**config.mk**
```make
export PLATFORM = sky130hd
export DESIGN_NAME = tune_i2c_target
export DESIGN_NICKNAME = d
export VERILOG_FILES = /design/src/rtl/tune_i2c_pkg.sv /design/src/rtl/line_filter.sv /design/src/rtl/bus_events.sv /design/src/rtl/link_fsm.sv /design/src/rtl/tune_regs.sv /design/src/rtl/tune_i2c_target.sv
export SDC_FILE = /design/constraint.sdc
export NUM_CORES = 1
export LEC_CHECK = 0
export BUFFER_PORTS_ARGS = -buffer_cell sky130_fd_sc_hd__buf_4
export CAP_MARGIN = 30
export CORE_MARGIN = 4
export CORE_UTILIZATION = 50
export CTS_CLUSTER_SIZE = 12
export DETAILED_ROUTE_END_ITERATION = 10
export GPL_TIMING_DRIVEN = 1
export PLACE_DENSITY = 0.69
export SKIP_LAST_GASP = 1
export SYNTH_ARGS = -nofsm -noshare
export SYNTH_HDL_FRONTEND = slang
export SYNTH_SLANG_ARGS = --single-unit
```
**constraint.sdc**
```tcl
create_clock -name clk -period 2.9 [get_ports clk]
set_input_delay 0.145 -clock clk [delete_from_list [all_inputs] [get_ports clk]]
set_output_delay 0.145 -clock clk [all_outputs]
set_load 0.005 [all_outputs]
```
**src/rtl/tune_i2c_pkg.sv**
```systemverilog
package tune_i2c_pkg;
  localparam int BYTE_W  = 8;
  localparam int PTR_W   = 2;
  localparam int TEMP_W  = 12;
  localparam int TUNE_W  = 15;
  localparam int NUM_REG = 1 << PTR_W;

  typedef enum logic [2:0] {
    ST_IDLE, ST_RX, ST_ACKW, ST_ACK, ST_TX, ST_TXEND, ST_MACK, ST_IGNORE
  } link_state_t;

  typedef enum logic [1:0] {K_ADDR, K_WORD, K_DATA} rx_kind_t;
endpackage

```
**src/rtl/line_filter.sv**
```systemverilog
module line_filter #(
  parameter int FILT_CYC = 13
) (
  input  logic clk,
  input  logic rst,
  input  logic din,
  output logic dout
);
  localparam int CW = $clog2(FILT_CYC + 1);

  logic          s1, s2;
  logic [CW-1:0] cnt;

  always_ff @(posedge clk) begin
    if (rst) begin
      s1   <= 1'b1;
      s2   <= 1'b1;
      dout <= 1'b1;
      cnt  <= '0;
    end else begin
      s1 <= din;
      s2 <= s1;
      if (s2 == dout) begin
        cnt <= '0;
      end else if (cnt == CW'(FILT_CYC - 1)) begin
        dout <= s2;
        cnt  <= '0;
      end else begin
        cnt <= cnt + 1'b1;
      end
    end
  end
endmodule

```
**src/rtl/bus_events.sv**
```systemverilog
module bus_events (
  input  logic clk,
  input  logic rst,
  input  logic scl_f,
  input  logic sda_f,
  output logic scl_rise,
  output logic scl_fall,
  output logic start_evt,
  output logic stop_evt
);
  logic scl_q, sda_q;

  always_ff @(posedge clk) begin
    if (rst) begin
      scl_q <= 1'b1;
      sda_q <= 1'b1;
    end else begin
      scl_q <= scl_f;
      sda_q <= sda_f;
    end
  end

  // conditions are judged only while SCL stays high across both samples
  assign scl_rise  = scl_f & ~scl_q;
  assign scl_fall  = ~scl_f & scl_q;
  assign start_evt = scl_f & scl_q & sda_q & ~sda_f;
  assign stop_evt  = scl_f & scl_q & ~sda_q & sda_f;
endmodule

```
**src/rtl/link_fsm.sv**
```systemverilog
module link_fsm
  import tune_i2c_pkg::*;
#(
  parameter logic [6:0] DEV_ADDR = 7'b1000001
) (
  input  logic              clk,
  input  logic              rst,
  input  logic              scl_rise,
  input  logic              scl_fall,
  input  logic              start_evt,
  input  logic              stop_evt,
  input  logic              sda_f,
  input  logic [BYTE_W-1:0] rd_data,
  output logic [PTR_W-1:0]  ptr,
  output logic [PTR_W-1:0]  wr_ptr,
  output logic              wr_en,
  output logic [BYTE_W-1:0] wr_data,
  output logic              snap_en,
  output logic              pull
);
  link_state_t       state;
  rx_kind_t          kind;
  logic [2:0]        bit_cnt;
  logic [BYTE_W-2:0] shreg;
  logic [BYTE_W-2:0] tx;
  logic              rd_mode;
  logic              ack_seen;

  always_ff @(posedge clk) begin
    wr_en   <= 1'b0;
    snap_en <= 1'b0;
    if (rst) begin
      state    <= ST_IDLE;
      kind     <= K_ADDR;
      bit_cnt  <= '0;
      shreg    <= '0;
      tx       <= '0;
      rd_mode  <= 1'b0;
      ack_seen <= 1'b0;
      ptr      <= '0;
      wr_ptr   <= '0;
      wr_data  <= '0;
      pull     <= 1'b0;
    end else if (start_evt) begin
      state   <= ST_RX;
      kind    <= K_ADDR;
      bit_cnt <= '0;
      pull    <= 1'b0;
    end else if (stop_evt) begin
      state <= ST_IDLE;
      pull  <= 1'b0;
    end else begin
      case (state)
        ST_RX: if (scl_rise) begin
          shreg   <= {shreg[BYTE_W-3:0], sda_f};
          bit_cnt <= bit_cnt + 1'b1;
          if (bit_cnt == 3'd7) begin
            case (kind)
              K_ADDR: begin
                if (shreg == DEV_ADDR) begin
                  rd_mode <= sda_f;
                  snap_en <= ~sda_f;
                  state   <= ST_ACKW;
                end else begin
                  state <= ST_IGNORE;
                end
              end
              K_WORD: begin
                ptr     <= {shreg[PTR_W-2:0], sda_f};
                snap_en <= 1'b1;
                state   <= ST_ACKW;
              end
              default: begin
                wr_en   <= 1'b1;
                wr_data <= {shreg, sda_f};
                wr_ptr  <= ptr;
                ptr     <= ptr + 1'b1;
                state   <= ST_ACKW;
              end
            endcase
          end
        end
        ST_ACKW: if (scl_fall) begin
          pull     <= 1'b1;
          ack_seen <= 1'b0;
          state    <= ST_ACK;
        end
        ST_ACK: begin
          if (scl_rise) begin
            ack_seen <= 1'b1;
          end else if (scl_fall && ack_seen) begin
            bit_cnt <= '0;
            if (kind == K_ADDR && rd_mode) begin
              tx    <= rd_data[BYTE_W-2:0];
              pull  <= ~rd_data[BYTE_W-1];
              ptr   <= ptr + 1'b1;
              state <= ST_TX;
            end else begin
              pull  <= 1'b0;
              kind  <= (kind == K_ADDR) ? K_WORD : K_DATA;
              state <= ST_RX;
            end
          end
        end
        ST_TX: begin
          if (scl_rise) begin
            bit_cnt <= bit_cnt + 1'b1;
            if (bit_cnt == 3'd7) state <= ST_TXEND;
          end else if (scl_fall) begin
            pull <= ~tx[BYTE_W-2];
            tx   <= {tx[BYTE_W-3:0], 1'b0};
          end
        end
        ST_TXEND: if (scl_fall) begin
          pull     <= 1'b0;
          ack_seen <= 1'b0;
          state    <= ST_MACK;
        end
        ST_MACK: begin
          if (scl_rise) begin
            if (sda_f) state <= ST_IGNORE;
            else       ack_seen <= 1'b1;
          end else if (scl_fall && ack_seen) begin
            tx      <= rd_data[BYTE_W-2:0];
            pull    <= ~rd_data[BYTE_W-1];
            ptr     <= ptr + 1'b1;
            bit_cnt <= '0;
            state   <= ST_TX;
          end
        end
        default: ;
      endcase
    end
  end
endmodule

```
**src/rtl/tune_regs.sv**
```systemverilog
module tune_regs
  import tune_i2c_pkg::*;
#(
  parameter logic [TEMP_W-1:0] TEMP_RESET = 12'h190
) (
  input  logic              clk,
  input  logic              rst,
  input  logic              wr_en,
  input  logic [PTR_W-1:0]  wr_ptr,
  input  logic [BYTE_W-1:0] wr_data,
  input  logic              snap_en,
  input  logic [TEMP_W-1:0] live_temp,
  input  logic [PTR_W-1:0]  rd_ptr,
  output logic [BYTE_W-1:0] rd_data,
  output logic [TUNE_W-1:0] tune_word,
  output logic              comp_hold,
  output logic              tune_updated
);
  localparam int LOW_NIB = 2 * BYTE_W - TEMP_W;

  logic [BYTE_W-1:0] ctl_q, low_q;
  logic [TEMP_W-1:0] snap_q;

  always_ff @(posedge clk) begin
    if (rst) begin
      ctl_q        <= '0;
      low_q        <= '0;
      snap_q       <= TEMP_RESET;
      tune_updated <= 1'b0;
    end else begin
      tune_updated <= 1'b0;
      if (snap_en) snap_q <= live_temp;
      if (wr_en) begin
        case (wr_ptr)
          PTR_W'(0): ctl_q <= wr_data;
          PTR_W'(1): begin
            low_q        <= wr_data;
            tune_updated <= 1'b1;
          end
          default: ;
        endcase
      end
    end
  end

  always_comb begin
    case (rd_ptr)
      PTR_W'(0): rd_data = ctl_q;
      PTR_W'(1): rd_data = low_q;
      PTR_W'(2): rd_data = snap_q[TEMP_W-1 -: BYTE_W];
      default:   rd_data = {snap_q[TEMP_W-BYTE_W-1:0], {LOW_NIB{1'b0}}};
    endcase
  end

  assign tune_word = {ctl_q[BYTE_W-2:0], low_q};
  assign comp_hold = ctl_q[BYTE_W-1];
endmodule

```
**src/rtl/tune_i2c_target.sv**
```systemverilog
module tune_i2c_target
  import tune_i2c_pkg::*;
#(
  parameter logic [6:0]        DEV_ADDR   = 7'b1000001,
  parameter int                FILT_CYC   = 13,
  parameter logic [TEMP_W-1:0] TEMP_RESET = 12'h190
) (
  input  logic              clk,
  input  logic              rst,
  input  logic              scl_in,
  input  logic              sda_in,
  input  logic [TEMP_W-1:0] live_temp,
  output logic              sda_pull,
  output logic [TUNE_W-1:0] tune_word,
  output logic              comp_hold,
  output logic              tune_updated
);
  localparam int NLINES = 2;

  logic [NLINES-1:0] raw_lines, filt_lines;
  logic scl_filt, sda_filt;
  logic scl_rise, scl_fall, start_evt, stop_evt;
  logic [PTR_W-1:0]  ptr, wr_ptr;
  logic              wr_en, snap_en;
  logic [BYTE_W-1:0] wr_data, rd_data;

  assign raw_lines = {scl_in, sda_in};

  for (genvar g = 0; g < NLINES; g++) begin : g_line
    line_filter #(.FILT_CYC(FILT_CYC)) u_filt (
      .clk (clk),
      .rst (rst),
      .din (raw_lines[g]),
      .dout(filt_lines[g])
    );
  end

  assign scl_filt = filt_lines[1];
  assign sda_filt = filt_lines[0];

  bus_events u_evt (
    .clk      (clk),
    .rst      (rst),
    .scl_f    (scl_filt),
    .sda_f    (sda_filt),
    .scl_rise (scl_rise),
    .scl_fall (scl_fall),
    .start_evt(start_evt),
    .stop_evt (stop_evt)
  );

  link_fsm #(.DEV_ADDR(DEV_ADDR)) u_fsm (
    .clk      (clk),
    .rst      (rst),
    .scl_rise (scl_rise),
    .scl_fall (scl_fall),
    .start_evt(start_evt),
    .stop_evt (stop_evt),
    .sda_f    (sda_filt),
    .rd_data  (rd_data),
    .ptr      (ptr),
    .wr_ptr   (wr_ptr),
    .wr_en    (wr_en),
    .wr_data  (wr_data),
    .snap_en  (snap_en),
    .pull     (sda_pull)
  );

  tune_regs #(.TEMP_RESET(TEMP_RESET)) u_regs (
    .clk         (clk),
    .rst         (rst),
    .wr_en       (wr_en),
    .wr_ptr      (wr_ptr),
    .wr_data     (wr_data),
    .snap_en     (snap_en),
    .live_temp   (live_temp),
    .rd_ptr      (ptr),
    .rd_data     (rd_data),
    .tune_word   (tune_word),
    .comp_hold   (comp_hold),
    .tune_updated(tune_updated)
  );
endmodule

```
==> results.md <==
* Initial Util at 0.513
* Die X at 94.2 um
* Total of warnings raised by yosys at 0
* Wire length per cell at 15.1 um
* Hold path depth at 3
* Register area share after synthesis at 0.452
* Root Buffer: clkbuf_8
* Crit path capture type: flip-flop
* Fraction of layout cells with a size suffix above 1 at 0.155
* # DRC at 0
* GP Congestion at 0.866
* Area grow syn2layout at 14.2%
* Post-Syn Area at 3720 um^2
* Setup violators final at 0
* Top cells by area, synth: dfxtp_1 45%, mux2i_1 13%, nor2_1 8.0%, ha_1 3.4%, a222oi_1 2.2%
* Hpwl dp at 5800 um
* First-pass GRT wire length at 13400 um
* Crit path launch: u_fsm.state[2]
* Max-slew violations at 0
* Most frequent cell after synthesis: dfxtp_1
* Drt via density at 5.41
* Worst-path maximum fanout at 18
* Slew headroom at 0.466
* Crit start category: flip-flop
* Post-synth top area cell: dfxtp_1
* Largest net degree at the start of global routing at 72
* Reg-to-reg endpoint: u_fsm.ptr[0]
* Worst EP arrival at 2.54 ns
* CP required at 3.18 ns
* Hold Vio Cnt, Final at 0
* Outcome: finished clean
* R2R Path Start: u_fsm.state[2]
* Final WL at 8110 um
* Clock Skew at 0.0130 ns
* GRT Overall Usage at 0.193
* Leak Pwr at 1.82 nW
* Critical path buffers and inverters at 0
* DR vias at 2907
* Hold Path Origin: live_temp[1]
* Reg2Reg Depth at 6
* Fin crit period at 2.26 ns
* Min-Delay Path Class: primary input to flip-flop
* R2r setup slk at 0.64 ns
* Initial DRC count at 232
* Crit-path leading delay family: simple AND/OR/NAND/NOR gates
* CTS buffer count at 9
* Fin crit share at 0.778
* Post_cts resized at 0
* FILL cells at 668
* Placed inst area at 4000 um^2
* Synth Instances at 406
* RSZ-0062 raised after global routing: no
* # rows at 31
* Top cells by count, synth: 84 x dfxtp_1, 79 x nor2_1, 50 x mux2i_1
* Die height at 94.2 um
* Antenna diodes at 0
* Design area at 4250 um^2
* Nets at 459
* Core area at 7250 um^2
* Slew @ Worst Pin at 0.800 ns
* Routed Antenna Nets at 0
* Crit path max-delay cell type: dfxtp_1
* FMAX at 0.443 GHz
* Maxcap violations at 0
* Register bit total from synthesis at 84
* CP Class: flip-flop to flip-flop
* Clock sinks at 84
* Synth cell types at 50
* WHS Endpoint: u_regs.snap_q[1]
* Die footprint at 8880 um^2
* PwrDens at 553 nW/um^2
* Mean Syn Cell Area at 9.16 um^2
* Critical path cell sequence: nand2b_1, o22ai_1, a31oi_1, o22a_1, or4_1, a21oi_1
* Post-synth EDFFs at 0
* Syn Nets at 432
* CTS tree: built
* Insertion delay to the later sink of the worst-skew pair at 0.35 ns
* Port bufs at 33
* Top FF cell, synth: dfxtp_1
* Initial antenna violation count at 0
* Maximum VDD drop at 0.297 mV
* Vias in the first global route at 2724
* Htree depth at 3
* I/O pin total at 34
* Slowest stage delay, CP at 0.71 ns
* Router iterations before antenna repair at 8
* Share of the synthesized area in the top cell type at 0.452
* Grt total ovfl at 0
* Ys async rst share at 0
* Clock-pin slew on the worst setup and hold paths at 0.10 ns
* Clock buffer depth at 2
* Total negative slack at 0 ns
tightest hold or removal path, delay by kind of cell:
| kind | cells | cell delay (ns) |
|---|---|---|
| mux | 1 | 0.05 |
| buf+inv | 1 | 0.08 |
| simple gates | 1 | 0.07 |
worst max-delay path by stage:
stage               cells after the start           end
global placement                        6  u_fsm.ptr[0]
CTS                                     6  u_fsm.ptr[0]
detailed placement                      6  u_fsm.ptr[0]
floorplan                               7  u_fsm.ptr[0]
global route                            6  u_fsm.ptr[0]
finish                                  6  u_fsm.ptr[0]
layout make-up:
class / count / area, um^2 / share of cell area
repair buffers: 39 / 303 / 0.0713
well taps: 99 / 124 / 0.0292
multi-input cells: 288 / 1890 / 0.446
inverters: 11 / 41.3 / 0.00972
clock inverters: 7 / 80.1 / 0.0189
flip-flops and latches: 84 / 1680 / 0.396
clock buffers: 9 / 124 / 0.0292
flip-flops by register name, summed over array words and instances (netlist names), 3 cells and up:
| register | cells |
|---|---|
| u_regs.low_q | 8 |
| g_line.u_filt.cnt | 8 |
| u_fsm.tx | 7 |
| u_fsm.shreg | 7 |
| u_fsm.state | 3 |
| u_regs.ctl_q | 8 |
| u_fsm.wr_data | 8 |
| u_fsm.bit_cnt | 3 |
| u_regs.snap_q | 12 |
cells in the final DEF, fill, tap and decap left out, types with 3 or more instances in the layout:
cell type,Yosys,routed
dfxtp_1,84,84
nor2_1,79,79
mux2i_1,50,50
buf_4,1,35
nand2_1,21,21
o21ai_0,15,15
a21oi_1,13,13
inv_1,11,11
ha_1,10,10
nor2b_1,9,9
or2_2,9,9
clkbuf_8,0,9
a222oi_1,8,8
nand3_1,7,7
a211o_1,6,6
xnor2_1,6,6
nand2b_1,6,6
o22ai_1,4,4
or3_1,4,4
nand4_1,4,4
dlygate4sd3_1,0,4
nor4_1,3,3
inv_6,0,3
through the flow:
step | setup slack, ns | power [mW] | hold slack, ns | instances | utilization
floorplan | 1.21 | 1.45 | 0.249 | 406 | -
global placement | 0.782 | 1.50 | 0.331 | 517 | 0.552
detailed placement | 0.705 | 1.50 | 0.334 | 517 | 0.552
CTS | 0.673 | 2.37 | 0.000553 | 536 | 0.584
global route | 0.426 | 2.46 | 0.00679 | 537 | 0.585
finish | 0.643 | 2.35 | 0.0179 | 537 | 0.585
logic make-up after synthesis:
| group | after synthesis | share of synthesized area |
|---|---|---|
| xor+xnor | 8 | 0.0188 |
| compound gates | 63 | 0.118 |
| flops | 84 | 0.452 |
| fa+ha+maj | 10 | 0.0337 |
| simple gates | 157 | 0.204 |
| mux | 50 | 0.135 |
| buf+inv | 34 | 0.0384 |
report_power, final:
group	leakage (nW)	internal (mW)	switching, mW
Clock	0.103	0.412	0.455
Sequential	0.678	1.17	0.0552
Combinational	1.04	0.117	0.141
Total	1.82	1.70	0.652
routing by layer:
| metal | vias to the layer above | routed length, um | GRT usage |
|---|---|---|---|
| li1 | 1466 | - | - |
| met1 | 1377 | 4010 | 0.278 |
| met2 | 56 | 3630 | 0.286 |
| met3 | 8 | 343 | 0.0369 |
| met4 | 0 | 117 | 0.0710 |
| met5 | - | 0 | 0 |
timing repair:
item                                   CTS  global route
hold buffers                             3             1
endpoints found under the hold margin    3             1
setup endpoints to repair                0             0
setup buffers                            0             0
Power figures use the tool's default switching activity.
